`src/rtl/disp_irq_pkg.sv`:
```
package disp_irq_pkg;

  localparam int unsigned REG_W  = 32;
  localparam int unsigned ADDR_W = 8;

  // Register byte offsets
  localparam logic [ADDR_W-1:0] OFF_LIVE  = 8'h00;
  localparam logic [ADDR_W-1:0] OFF_BLOCK = 8'h04;
  localparam logic [ADDR_W-1:0] OFF_LATCH = 8'h08;
  localparam logic [ADDR_W-1:0] OFF_ALLOW = 8'h0C;
  localparam logic [ADDR_W-1:0] OFF_DCTL  = 8'h10;
  localparam logic [ADDR_W-1:0] OFF_GCTL  = 8'h14;

  // Control register bit positions
  localparam int unsigned DCTL_EN_BIT  = 31;
  localparam int unsigned DCTL_SUM_BIT = 23;
  localparam int unsigned GCTL_EN_BIT  = 31;
  localparam int unsigned GCTL_SUM_BIT = 16;

  typedef enum logic [2:0] {
    SEL_NONE,
    SEL_LIVE,
    SEL_BLOCK,
    SEL_LATCH,
    SEL_ALLOW,
    SEL_DCTL,
    SEL_GCTL
  } reg_sel_e;

endpackage

```
`src/rtl/disp_irq_south.sv`:
```
module disp_irq_south #(
  parameter  int unsigned NUM_PORTS = 4,
  parameter  int unsigned FIELD_W   = 2,
  localparam int unsigned NUM_EVT   = NUM_PORTS * FIELD_W
) (
  input  logic                 clk,
  input  logic                 rst_n,
  input  logic [NUM_EVT-1:0]   evt_i,
  input  logic                 wr_block,
  input  logic                 wr_latch,
  input  logic                 wr_allow,
  input  logic [NUM_EVT-1:0]   wdata,
  output logic [NUM_EVT-1:0]   block_o,
  output logic [NUM_EVT-1:0]   latch_o,
  output logic [NUM_EVT-1:0]   allow_o,
  output logic                 pend_o,
  output logic [NUM_PORTS-1:0] port_hp_o
);

  logic [NUM_EVT-1:0] block_q, latch_q, allow_q;
  logic [NUM_EVT-1:0] latch_d, clr_vec, set_vec;

  // Next state of the latched events: clear first, then set, so a set wins
  always_comb begin
    clr_vec = wr_latch ? wdata : '0;
    set_vec = evt_i & ~block_q;
    latch_d = (latch_q & ~clr_vec) | set_vec;
  end

  always_ff @(posedge clk or negedge rst_n) begin
    if (!rst_n) begin
      block_q <= '0;
      latch_q <= '0;
      allow_q <= '0;
    end else begin
      if (wr_block) block_q <= wdata;
      if (wr_allow) allow_q <= wdata;
      latch_q <= latch_d;
    end
  end

  for (genvar p = 0; p < NUM_PORTS; p++) begin : g_port
    assign port_hp_o[p] = &latch_q[p*FIELD_W +: FIELD_W];
  end

  assign pend_o  = |(latch_q & allow_q);
  assign block_o = block_q;
  assign latch_o = latch_q;
  assign allow_o = allow_q;

endmodule

```
`src/rtl/disp_irq_master.sv`:
```
module disp_irq_master (
  input  logic clk,
  input  logic rst_n,
  input  logic cfg_top_en,
  input  logic wr_dctl,
  input  logic wr_gctl,
  input  logic dctl_en_wdata,
  input  logic gctl_en_wdata,
  input  logic south_pend,
  output logic dctl_en_o,
  output logic gctl_en_o,
  output logic disp_pend_o,
  output logic irq_o
);

  logic dctl_en_q, gctl_en_q, irq_q;
  logic disp_pend, irq_d;

  always_comb begin
    disp_pend = dctl_en_q & south_pend;
    irq_d     = cfg_top_en ? (gctl_en_q & disp_pend) : disp_pend;
  end

  always_ff @(posedge clk or negedge rst_n) begin
    if (!rst_n) begin
      dctl_en_q <= 1'b0;
      gctl_en_q <= 1'b0;
      irq_q     <= 1'b0;
    end else begin
      if (wr_dctl) dctl_en_q <= dctl_en_wdata;
      if (wr_gctl) gctl_en_q <= gctl_en_wdata;
      irq_q <= irq_d;
    end
  end

  assign dctl_en_o   = dctl_en_q;
  assign gctl_en_o   = gctl_en_q;
  assign disp_pend_o = disp_pend;
  assign irq_o       = irq_q;

endmodule

```
`src/rtl/disp_irq_ctrl.sv`:
```
module disp_irq_ctrl
  import disp_irq_pkg::*;
#(
  parameter  int unsigned NUM_PORTS = 4,
  parameter  int unsigned FIELD_W   = 2,
  localparam int unsigned NUM_EVT   = NUM_PORTS * FIELD_W
) (
  input  logic                 clk,
  input  logic                 rst_n,
  input  logic                 cfg_top_en,
  input  logic                 reg_wr,
  input  logic [ADDR_W-1:0]    reg_addr,
  input  logic [REG_W-1:0]     reg_wdata,
  output logic [REG_W-1:0]     reg_rdata,
  input  logic [NUM_EVT-1:0]   hp_evt,
  output logic [NUM_PORTS-1:0] port_hp,
  output logic                 cpu_irq
);

  // Reset: asserted at once, released through two flops
  logic [1:0] rst_pipe;
  logic       rst_sync_n;

  always_ff @(posedge clk or negedge rst_n) begin
    if (!rst_n) rst_pipe <= 2'b00;
    else        rst_pipe <= {rst_pipe[0], 1'b1};
  end
  assign rst_sync_n = rst_pipe[1];

  // Address decode
  reg_sel_e sel;
  always_comb begin
    unique case (reg_addr)
      OFF_LIVE:  sel = SEL_LIVE;
      OFF_BLOCK: sel = SEL_BLOCK;
      OFF_LATCH: sel = SEL_LATCH;
      OFF_ALLOW: sel = SEL_ALLOW;
      OFF_DCTL:  sel = SEL_DCTL;
      OFF_GCTL:  sel = cfg_top_en ? SEL_GCTL : SEL_NONE;
      default:   sel = SEL_NONE;
    endcase
  end

  logic [NUM_EVT-1:0] block_w, latch_w, allow_w;
  logic               south_pend, dctl_en_w, gctl_en_w, disp_pend;
  logic               unused_wdata;

  assign unused_wdata = ^reg_wdata;

  disp_irq_south #(
    .NUM_PORTS (NUM_PORTS),
    .FIELD_W   (FIELD_W)
  ) u_south (
    .clk       (clk),
    .rst_n     (rst_sync_n),
    .evt_i     (hp_evt),
    .wr_block  (reg_wr && sel == SEL_BLOCK),
    .wr_latch  (reg_wr && sel == SEL_LATCH),
    .wr_allow  (reg_wr && sel == SEL_ALLOW),
    .wdata     (reg_wdata[NUM_EVT-1:0]),
    .block_o   (block_w),
    .latch_o   (latch_w),
    .allow_o   (allow_w),
    .pend_o    (south_pend),
    .port_hp_o (port_hp)
  );

  disp_irq_master u_master (
    .clk           (clk),
    .rst_n         (rst_sync_n),
    .cfg_top_en    (cfg_top_en),
    .wr_dctl       (reg_wr && sel == SEL_DCTL),
    .wr_gctl       (reg_wr && sel == SEL_GCTL),
    .dctl_en_wdata (reg_wdata[DCTL_EN_BIT]),
    .gctl_en_wdata (reg_wdata[GCTL_EN_BIT]),
    .south_pend    (south_pend),
    .dctl_en_o     (dctl_en_w),
    .gctl_en_o     (gctl_en_w),
    .disp_pend_o   (disp_pend),
    .irq_o         (cpu_irq)
  );

  // Read mux
  always_comb begin
    reg_rdata = '0;
    unique case (sel)
      SEL_LIVE:  reg_rdata[NUM_EVT-1:0] = hp_evt;
      SEL_BLOCK: reg_rdata[NUM_EVT-1:0] = block_w;
      SEL_LATCH: reg_rdata[NUM_EVT-1:0] = latch_w;
      SEL_ALLOW: reg_rdata[NUM_EVT-1:0] = allow_w;
      SEL_DCTL: begin
        reg_rdata[DCTL_EN_BIT]  = dctl_en_w;
        reg_rdata[DCTL_SUM_BIT] = south_pend;
      end
      SEL_GCTL: begin
        reg_rdata[GCTL_EN_BIT]  = gctl_en_w;
        reg_rdata[GCTL_SUM_BIT] = disp_pend;
      end
      default:   reg_rdata = '0;
    endcase
  end

endmodule

```
`config.mk`:
```
export PLATFORM = sky130hd
export DESIGN_NAME = disp_irq_ctrl
export DESIGN_NICKNAME = d
export VERILOG_FILES = /design/src/rtl/disp_irq_pkg.sv /design/src/rtl/disp_irq_south.sv /design/src/rtl/disp_irq_master.sv /design/src/rtl/disp_irq_ctrl.sv
export SDC_FILE = /design/constraint.sdc
export NUM_CORES = 1
export LEC_CHECK = 0
export ABC_CLOCK_PERIOD_IN_PS = 1200
export BUFFER_PORTS_ARGS = -buffer_cell sky130_fd_sc_hd__buf_2
export CORE_MARGIN = 4
export CORE_UTILIZATION = 45
export DETAILED_ROUTE_END_ITERATION = 12
export PLACE_DENSITY = 0.79
export SLEW_MARGIN = 40
export SYNTH_ARGS = -nofsm -noshare
export SYNTH_HDL_FRONTEND = slang
export SYNTH_SLANG_ARGS = --single-unit
```
`constraint.sdc`:
```
create_clock -name clk -period 1.2 [get_ports clk]
set_input_delay 0.06 -clock clk [delete_from_list [all_inputs] [get_ports clk]]
set_output_delay 0.06 -clock clk [all_outputs]
set_load 0.02 [all_outputs]
```
==> impl_metrics.env, run 1 <==
export IMPL_yosys_warnings=0
export IMPL_path_common_cell="buf_6"
export IMPL_hold_depth=3
export IMPL_die_h_um=70.5
export IMPL_syn_to_final_growth_pct=45.6
export IMPL_wl_per_cell_um=16.8
export IMPL_place_ws_ps=-198
export IMPL_fp_dieW_um=70.5
export IMPL_fin_crit_sh_pct=136
export IMPL_pin_count=89
export IMPL_cp_end_kind="output port"
export IMPL_initialDrtViolationCount=53
export IMPL_hold_violations=0
export IMPL_hold_path_class="in2reg"
export IMPL_globalplace_congestion=0.816
export IMPL_wirelength_mm=4.89
export IMPL_avgViaCountPerCell=5.34
export IMPL_num_fill_cells=293
export IMPL_r2r_start="u_south.latch_o[2]"
export IMPL_io_buffers=44
export IMPL_synth_top_area_share_pct=41.3
export IMPL_async_reset_ff_share_pct=100
export IMPL_fp_coreArea_um2=3720
export IMPL_reg2regPathDepth=4
export IMPL_crit_family="multiplexers"
export IMPL_violations="setup timing"
export IMPL_syn_inst=157
export IMPL_dp_cells=272
export IMPL_nets=296
export IMPL_dr_pass1_iters=4
export IMPL_status="finished with violations"
export IMPL_numCtsBuffers=5
export IMPL_cts_num_sinks=29
export IMPL_antenna_found_initial=0
export IMPL_rows=22
export IMPL_r2r_end="u_master.irq_o"
export IMPL_finalSetupTns_ps=-3810
export IMPL_min_from="hp_evt[7]"
export IMPL_netlist_top_cells_area="dfrtp_1 (41%), mux2_2 (11%), mux4_2 (10%)"
export IMPL_grt_first_pass_wirelength_mm=7.32
export IMPL_setup_violations_final=12
export IMPL_num_antenna_cells=0
export IMPL_path_buf_inv=2
export IMPL_ant_nets=0
export IMPL_leakage_nw=1.26
export IMPL_synth_flop_cell="dfrtp_1"
export IMPL_rsz0062_at_grt="true"
export IMPL_cts_htree_levels=2
export IMPL_drive_gt1_share_pct=57.4
export IMPL_avgSynthCellArea_um2=11.2
export IMPL_crit_chain="buf_6 -> mux4_2 -> and3_4 -> buf_6"
export IMPL_reg2reg_slack_ps=-110
export IMPL_period_minus_slack_ps=1630
export IMPL_drc=0
export IMPL_slowest_delay_ps=440
export IMPL_grt_overflow_total=0
export IMPL_ys_seq_area_share_pct=41.3
export IMPL_yosysTopAreaCell="dfrtp_1"
export IMPL_clk_latency_ps=290
export IMPL_finalPower_mw=2.50
export IMPL_max_freq_mhz=613
export IMPL_track_usage_pct=19.6
export IMPL_critPathSlowestCell="mux4_2"
export IMPL_grt_max_degree=19
export IMPL_dp_hpwl_mm=3.33
export IMPL_synthDistinctLibCells=33
export IMPL_worstSetupPathType="reg2out"
export IMPL_required_ps=1140
export IMPL_cap_violations=0
export IMPL_final_cell_count_no_fill=292
export IMPL_initial_core_util_pct=47.2
export IMPL_fin_ws_ps=-432
export IMPL_die_area_um2=4960
export IMPL_yosys_register_bits=29
export IMPL_slew_viol_final=0
export IMPL_ctsLongestPathBuffers=2
export IMPL_power_density_nw_per_um2=979
export IMPL_min_to="u_south.latch_o[7]"
export IMPL_syn_area_um2=1760
export IMPL_clock_root_buffer="clkbuf_8"
export IMPL_cts_tree="done"
export IMPL_dr_total_vias=1559
export IMPL_grt_pass1_vias=1496
export IMPL_crit_arrival_ps=1570
export IMPL_start_kind="flip-flop"
export IMPL_clock_skew_ps=4.51
export IMPL_ir_drop_v=0.000803
export IMPL_synth_edf_count=0
export IMPL_clkTransAtPathRegs_ps=70
export IMPL_cp_max_fo=3
how the worst max path moves through the flow:
stage | end | depth (start not counted) | from | slack (ps)
floorplan | u_master.dctl_en_o | 4 | reg_addr[5] | -140
global placement | u_south.latch_o[6] | 4 | reg_addr[6] | -150
detailed placement | u_south.latch_o[3] | 4 | reg_addr[6] | -200
CTS | reg_rdata[23] | 5 | u_south.latch_o[7] | -430
global route | reg_rdata[16] | 4 | u_south.latch_o[2] | -500
finish | reg_rdata[7] | 4 | u_south.latch_o[7] | -430
layer usage:
metal	up-vias	track usage, %	routed length [um]
met5	-	0	0
met4	0	6.81	79
met3	9	6.47	486
met2	89	32.6	2450
met1	758	23.5	1880
li1	703	-	-
state kept, by name, summed over array words and instances (netlist names):
signal,cells
u_south.allow_o,8
u_south.block_o,8
rst_pipe,2
u_master.irq_o,1
u_south.latch_o,8
u_master.gctl_en_o,1
u_master.dctl_en_o,1
power breakdown:
part	leakage, nW	internal (mW)	switching [mW]	total [mW]
registers	0.356	1.01	0.0229	1.03
clock network	0.0540	0.602	0.403	1.01
logic	0.850	0.220	0.244	0.464
placed cells by master (no fill, tap or decap), types with 3 or more instances in the layout:
master and instances:
and3_4 8, buf_2 32, buf_4 39, buf_6 14
clkbuf_8 5, conb_1 22, dfrtp_1 29, inv_1 12
mux2_2 17, mux4_2 8, nand2_1 10, nor4_1 3
o21ai_0 5, o22ai_1 4, o41ai_1 5
area by class of cell:
type                       count  area, um2  share of cell area [%]
clock inverter                 2       35.0                    1.37
multi-input combinational    107        967                    37.8
timing repair buffer          88        651                    25.5
inverter                      13       48.8                    1.91
sequential                    29        726                    28.4
tap                           48       60.1                    2.35
clock buffer                   5       68.8                    2.69
per-stage QoR:
| step | area [um2] | hold WS, ps | utilization, % |
|---|---|---|---|
| global placement | 2170 | -155 | 58.4 |
| finish | 2560 | 15.4 | 68.8 |
| detailed placement | 2170 | -153 | 58.4 |
| CTS | 2460 | 8.62 | 66.2 |
| floorplan | 1850 | -236 | - |
| global route | 2560 | 18.3 | 68.8 |
cell families after synthesis:
group | share of synthesized area (%)
AOI/OAI and AO/OA | 8.62
buffers and inverters | 14.2
DFF | 41.3
muxes | 22.0
other | 0.428
and+or+nand+nor | 13.4
worst min-delay path, delay by kind of cell:
kind,cells,cell delay [ps]
buffers and inverters,2,140
AO/OA/AOI/OAI,1,60
timing repair:
| action | in CTS | in global routing |
|---|---|---|
| buffers inserted | 7 | 7 |
| hold buffers | 2 | 0 |
| hold endpoints to repair | 3 | 0 |
| gates resized for setup | 28 | 16 |
| pin swaps | 8 | 4 |
| setup endpoints to repair | 12 | 15 |
synthesized netlist by cell type, types with 2 or more instances:
master    instances
dfrtp_1          29
buf_4            21
mux2_2           17
inv_1            13
nand2_1          10
and3_1            8
mux4_2            8
o21ai_0           5
o41ai_1           5
and2_1            4
clkbuf_1          4
o22ai_1           4
a221oi_1          3
nor4_1            3
a22o_1            2
buf_6             2
conb_1            2
nand4_1           2
No activity file was read; power rests on OpenSTA's default activity.
==> run 2: changes to the inputs <==
--- a/config.mk
+++ b/config.mk
@@ -5,12 +5,13 @@
 export SDC_FILE = /design/constraint.sdc
 export NUM_CORES = 1
 export LEC_CHECK = 0
-export ABC_CLOCK_PERIOD_IN_PS = 1200
+export ABC_CLOCK_PERIOD_IN_PS = 2000
 export BUFFER_PORTS_ARGS = -buffer_cell sky130_fd_sc_hd__buf_2
+export CAP_MARGIN = 30
 export CORE_MARGIN = 4
-export CORE_UTILIZATION = 45
+export CORE_UTILIZATION = 49
 export DETAILED_ROUTE_END_ITERATION = 12
-export PLACE_DENSITY = 0.79
+export PLACE_DENSITY = 0.85
 export SLEW_MARGIN = 40
 export SYNTH_ARGS = -nofsm -noshare
 export SYNTH_HDL_FRONTEND = slang
==> constraint.sdc (replaced) <==
create_clock -name clk -period 2 [get_ports clk]
set_input_delay 0.1 -clock clk [delete_from_list [all_inputs] [get_ports clk]]
set_output_delay 0.1 -clock clk [all_outputs]
set_load 0.02 [all_outputs]
==> run 2 against run 1 <==
Effect of this change:
- the run now ends clean
- combinational power is 57% lower
- register-to-register slack better by 780 ps
- clock power down 66%
- sequential share of layout area rose by 6.9 points
- cell count fell by 12%
- sequential power down 40%
- critical endpoint is now reg_rdata[16]
- largest power group unchanged
- highest routed layer unchanged
==> impl_metrics.env, run 2 (synthesis results as in run 1) <==
export IMPL_final_cell_mix="buf_2 (44), dfrtp_1 (29), conb_1 (22)"
export IMPL_globalplace_congestion=0.776
export IMPL_dr_wl_met3_um=393
export IMPL_io_buffers=44
export IMPL_power_frac_comb_pct=17.2
export IMPL_slew_viol_final=0
export IMPL_rsz0062_at_grt="false"
export IMPL_cts_htree_levels=2
export IMPL_hold_violations=0
export IMPL_switching_share_pct=29.5
export IMPL_drc=0
export IMPL_rows=21
export IMPL_cp_end_kind="output port"
export IMPL_cts_setup_buffers=0
export IMPL_cp_max_fo=4
export IMPL_initialDrtViolationCount=78
export IMPL_fp_dieW_um=67.9
export IMPL_crit_end="reg_rdata[16]"
export IMPL_power_density_nw_per_um2=567
export IMPL_p_sw_mw=0.345
export IMPL_max_freq_mhz=523
export IMPL_numCtsBuffers=5
export IMPL_crit_arrival_ps=1810
export IMPL_status="complete, no violations"
export IMPL_cts_tree="done"
export IMPL_required_ps=1900
export IMPL_track_usage_pct=19.3
export IMPL_wl_per_cell_um=15.7
export IMPL_clock_skew_ps=4.47
export IMPL_period_minus_slack_ps=1910
export IMPL_num_antenna_cells=0
export IMPL_clkTransAtPathRegs_ps=90
export IMPL_fin_util_pct=60.7
export IMPL_tightest_slew_ps=529
export IMPL_wirelength_mm=4.06
export IMPL_hold_path_class="in2reg"
export IMPL_syn_to_final_growth_pct=17.2
export IMPL_r2r_end="u_master.irq_o"
export IMPL_reg2reg_slack_ps=670
export IMPL_initial_core_util_pct=51.8
export IMPL_ant_nets=0
export IMPL_wl_met2_mm=1.91
export IMPL_reg2regPathDepth=3
export IMPL_clk_latency_ps=340
export IMPL_grt_overflow_total=0
export IMPL_mostFrequentLayoutCell="buf_2"
export IMPL_top_layer="met4"
export IMPL_grt_pass1_vias=1335
export IMPL_drive_gt1_share_pct=42.0
export IMPL_slew_headroom_pct=64.6
export IMPL_clkPwrFrac_pct=29.8
export IMPL_pin_count=89
export IMPL_ir_drop_v=0.000460
export IMPL_die_area_um2=4600
export IMPL_fin_crit_sh_pct=95.6
export IMPL_grt_first_pass_wirelength_mm=6.40
export IMPL_nets=263
export IMPL_grt_max_degree=28
export IMPL_fp_coreArea_um2=3390
export IMPL_cap_violations=0
export IMPL_worstSetupPathType="reg2out"
export IMPL_intPower_mw=0.822
export IMPL_met1_length_mm=1.68
export IMPL_dp_hpwl_mm=2.94
export IMPL_die_h_um=67.9
export IMPL_antenna_found_initial=0
export IMPL_dr_pass1_iters=4
export IMPL_leakage_nw=1.05
export IMPL_dr_total_vias=1367
export IMPL_setup_violations_final=0
export IMPL_start_kind="flip-flop"
export IMPL_clock_root_buffer="clkbuf_4"
export IMPL_finalSetupTns_ps=0
export IMPL_avgViaCountPerCell=5.30
export IMPL_ctsLongestPathBuffers=2
export IMPL_cts_num_sinks=29
export IMPL_r2r_start="u_south.latch_o[1]"
export IMPL_seqPwrFrac_pct=53.0
export IMPL_crit_start="u_south.latch_o[1]"
==> run 2: cell types whose count changed in the layout (fill, tap and decap cells not counted), moves of 2 or more <==
cell	delta
a221oi_1	+2
and2_1	+2
and2_4	-2
and3_1	+8
and3_4	-8
buf_2	+12
buf_4	-32
buf_6	-14
clkbuf_4	+5
clkbuf_8	-5
dlygate4sd3_1	+2
==> run 2: cell type report <==
type | instances | area, um2
fillers | 302 | 1330
multi-input cells | 107 | 862
flip-flops and latches | 29 | 726
repair buffers | 55 | 313
well taps | 46 | 57.6
inverters | 13 | 48.8
clock buffers | 6 | 41.3
clock inverters | 2 | 10.0
==> run 2: worst max-delay path, cell delays in order, from the launching register on <==
cell and delay (ps):
dfrtp_1 430, a22o_1 230, a221oi_1 390, a2111oi_0 210, buf_2 200
==> run 2: through the flow <==
step | instances | setup slack, ps | cell area (um2) | hold slack, ps | power, mW
after CTS | 258 | 3.63 | 2050 | 0.0753 | 1.17
final | 258 | 87.7 | 2060 | 9.80 | 1.17
after global routing | 258 | 71.7 | 2060 | 2.36 | 1.22
after detailed placement | 246 | 319 | 1960 | -113 | 0.821
after floorplan | 177 | 63.4 | 1830 | -196 | 0.787
after global placement | 246 | 373 | 1960 | -114 | 0.815
==> run 2: power groups by stage <==
| stage | combinational [mW] | clock [mW] | sequential, mW |
|---|---|---|---|
| floorplan | 0.154 | 0 | 0.633 |
| global placement | 0.187 | 0 | 0.628 |
| detailed placement | 0.191 | 0 | 0.630 |
| CTS | 0.198 | 0.353 | 0.618 |
| global route | 0.219 | 0.381 | 0.621 |
| finish | 0.201 | 0.347 | 0.619 |
==> run 2: worst min-delay path by stage <==
stage	slack, ps	cells past startpoint	to	start
floorplan	-200	0	rst_pipe[0]	rst_n
global placement	-110	1	rst_pipe[0]	rst_n
detailed placement	-110	1	rst_pipe[0]	rst_n
CTS	0.08	3	u_south.latch_o[2]	hp_evt[2]
global route	2	3	u_south.latch_o[2]	hp_evt[2]
finish	10	3	u_south.latch_o[4]	hp_evt[4]
==> run 2: metal layers <==
metal  vias up  global-route usage, %
met5         -                      0
met4         0                   8.19
met3         8                   4.60
met2        66                   30.5
met1       655                   25.5
li1        638                      -
==> run 2: what timing repair did <==
| action | 4_1_cts | 5_1_grt |
|---|---|---|
| endpoints found under the hold margin | 5 | 0 |
| hold buffers | 4 | 0 |
| endpoints found under the setup margin | 0 | 1 |
| gates resized for setup | 0 | 1 |
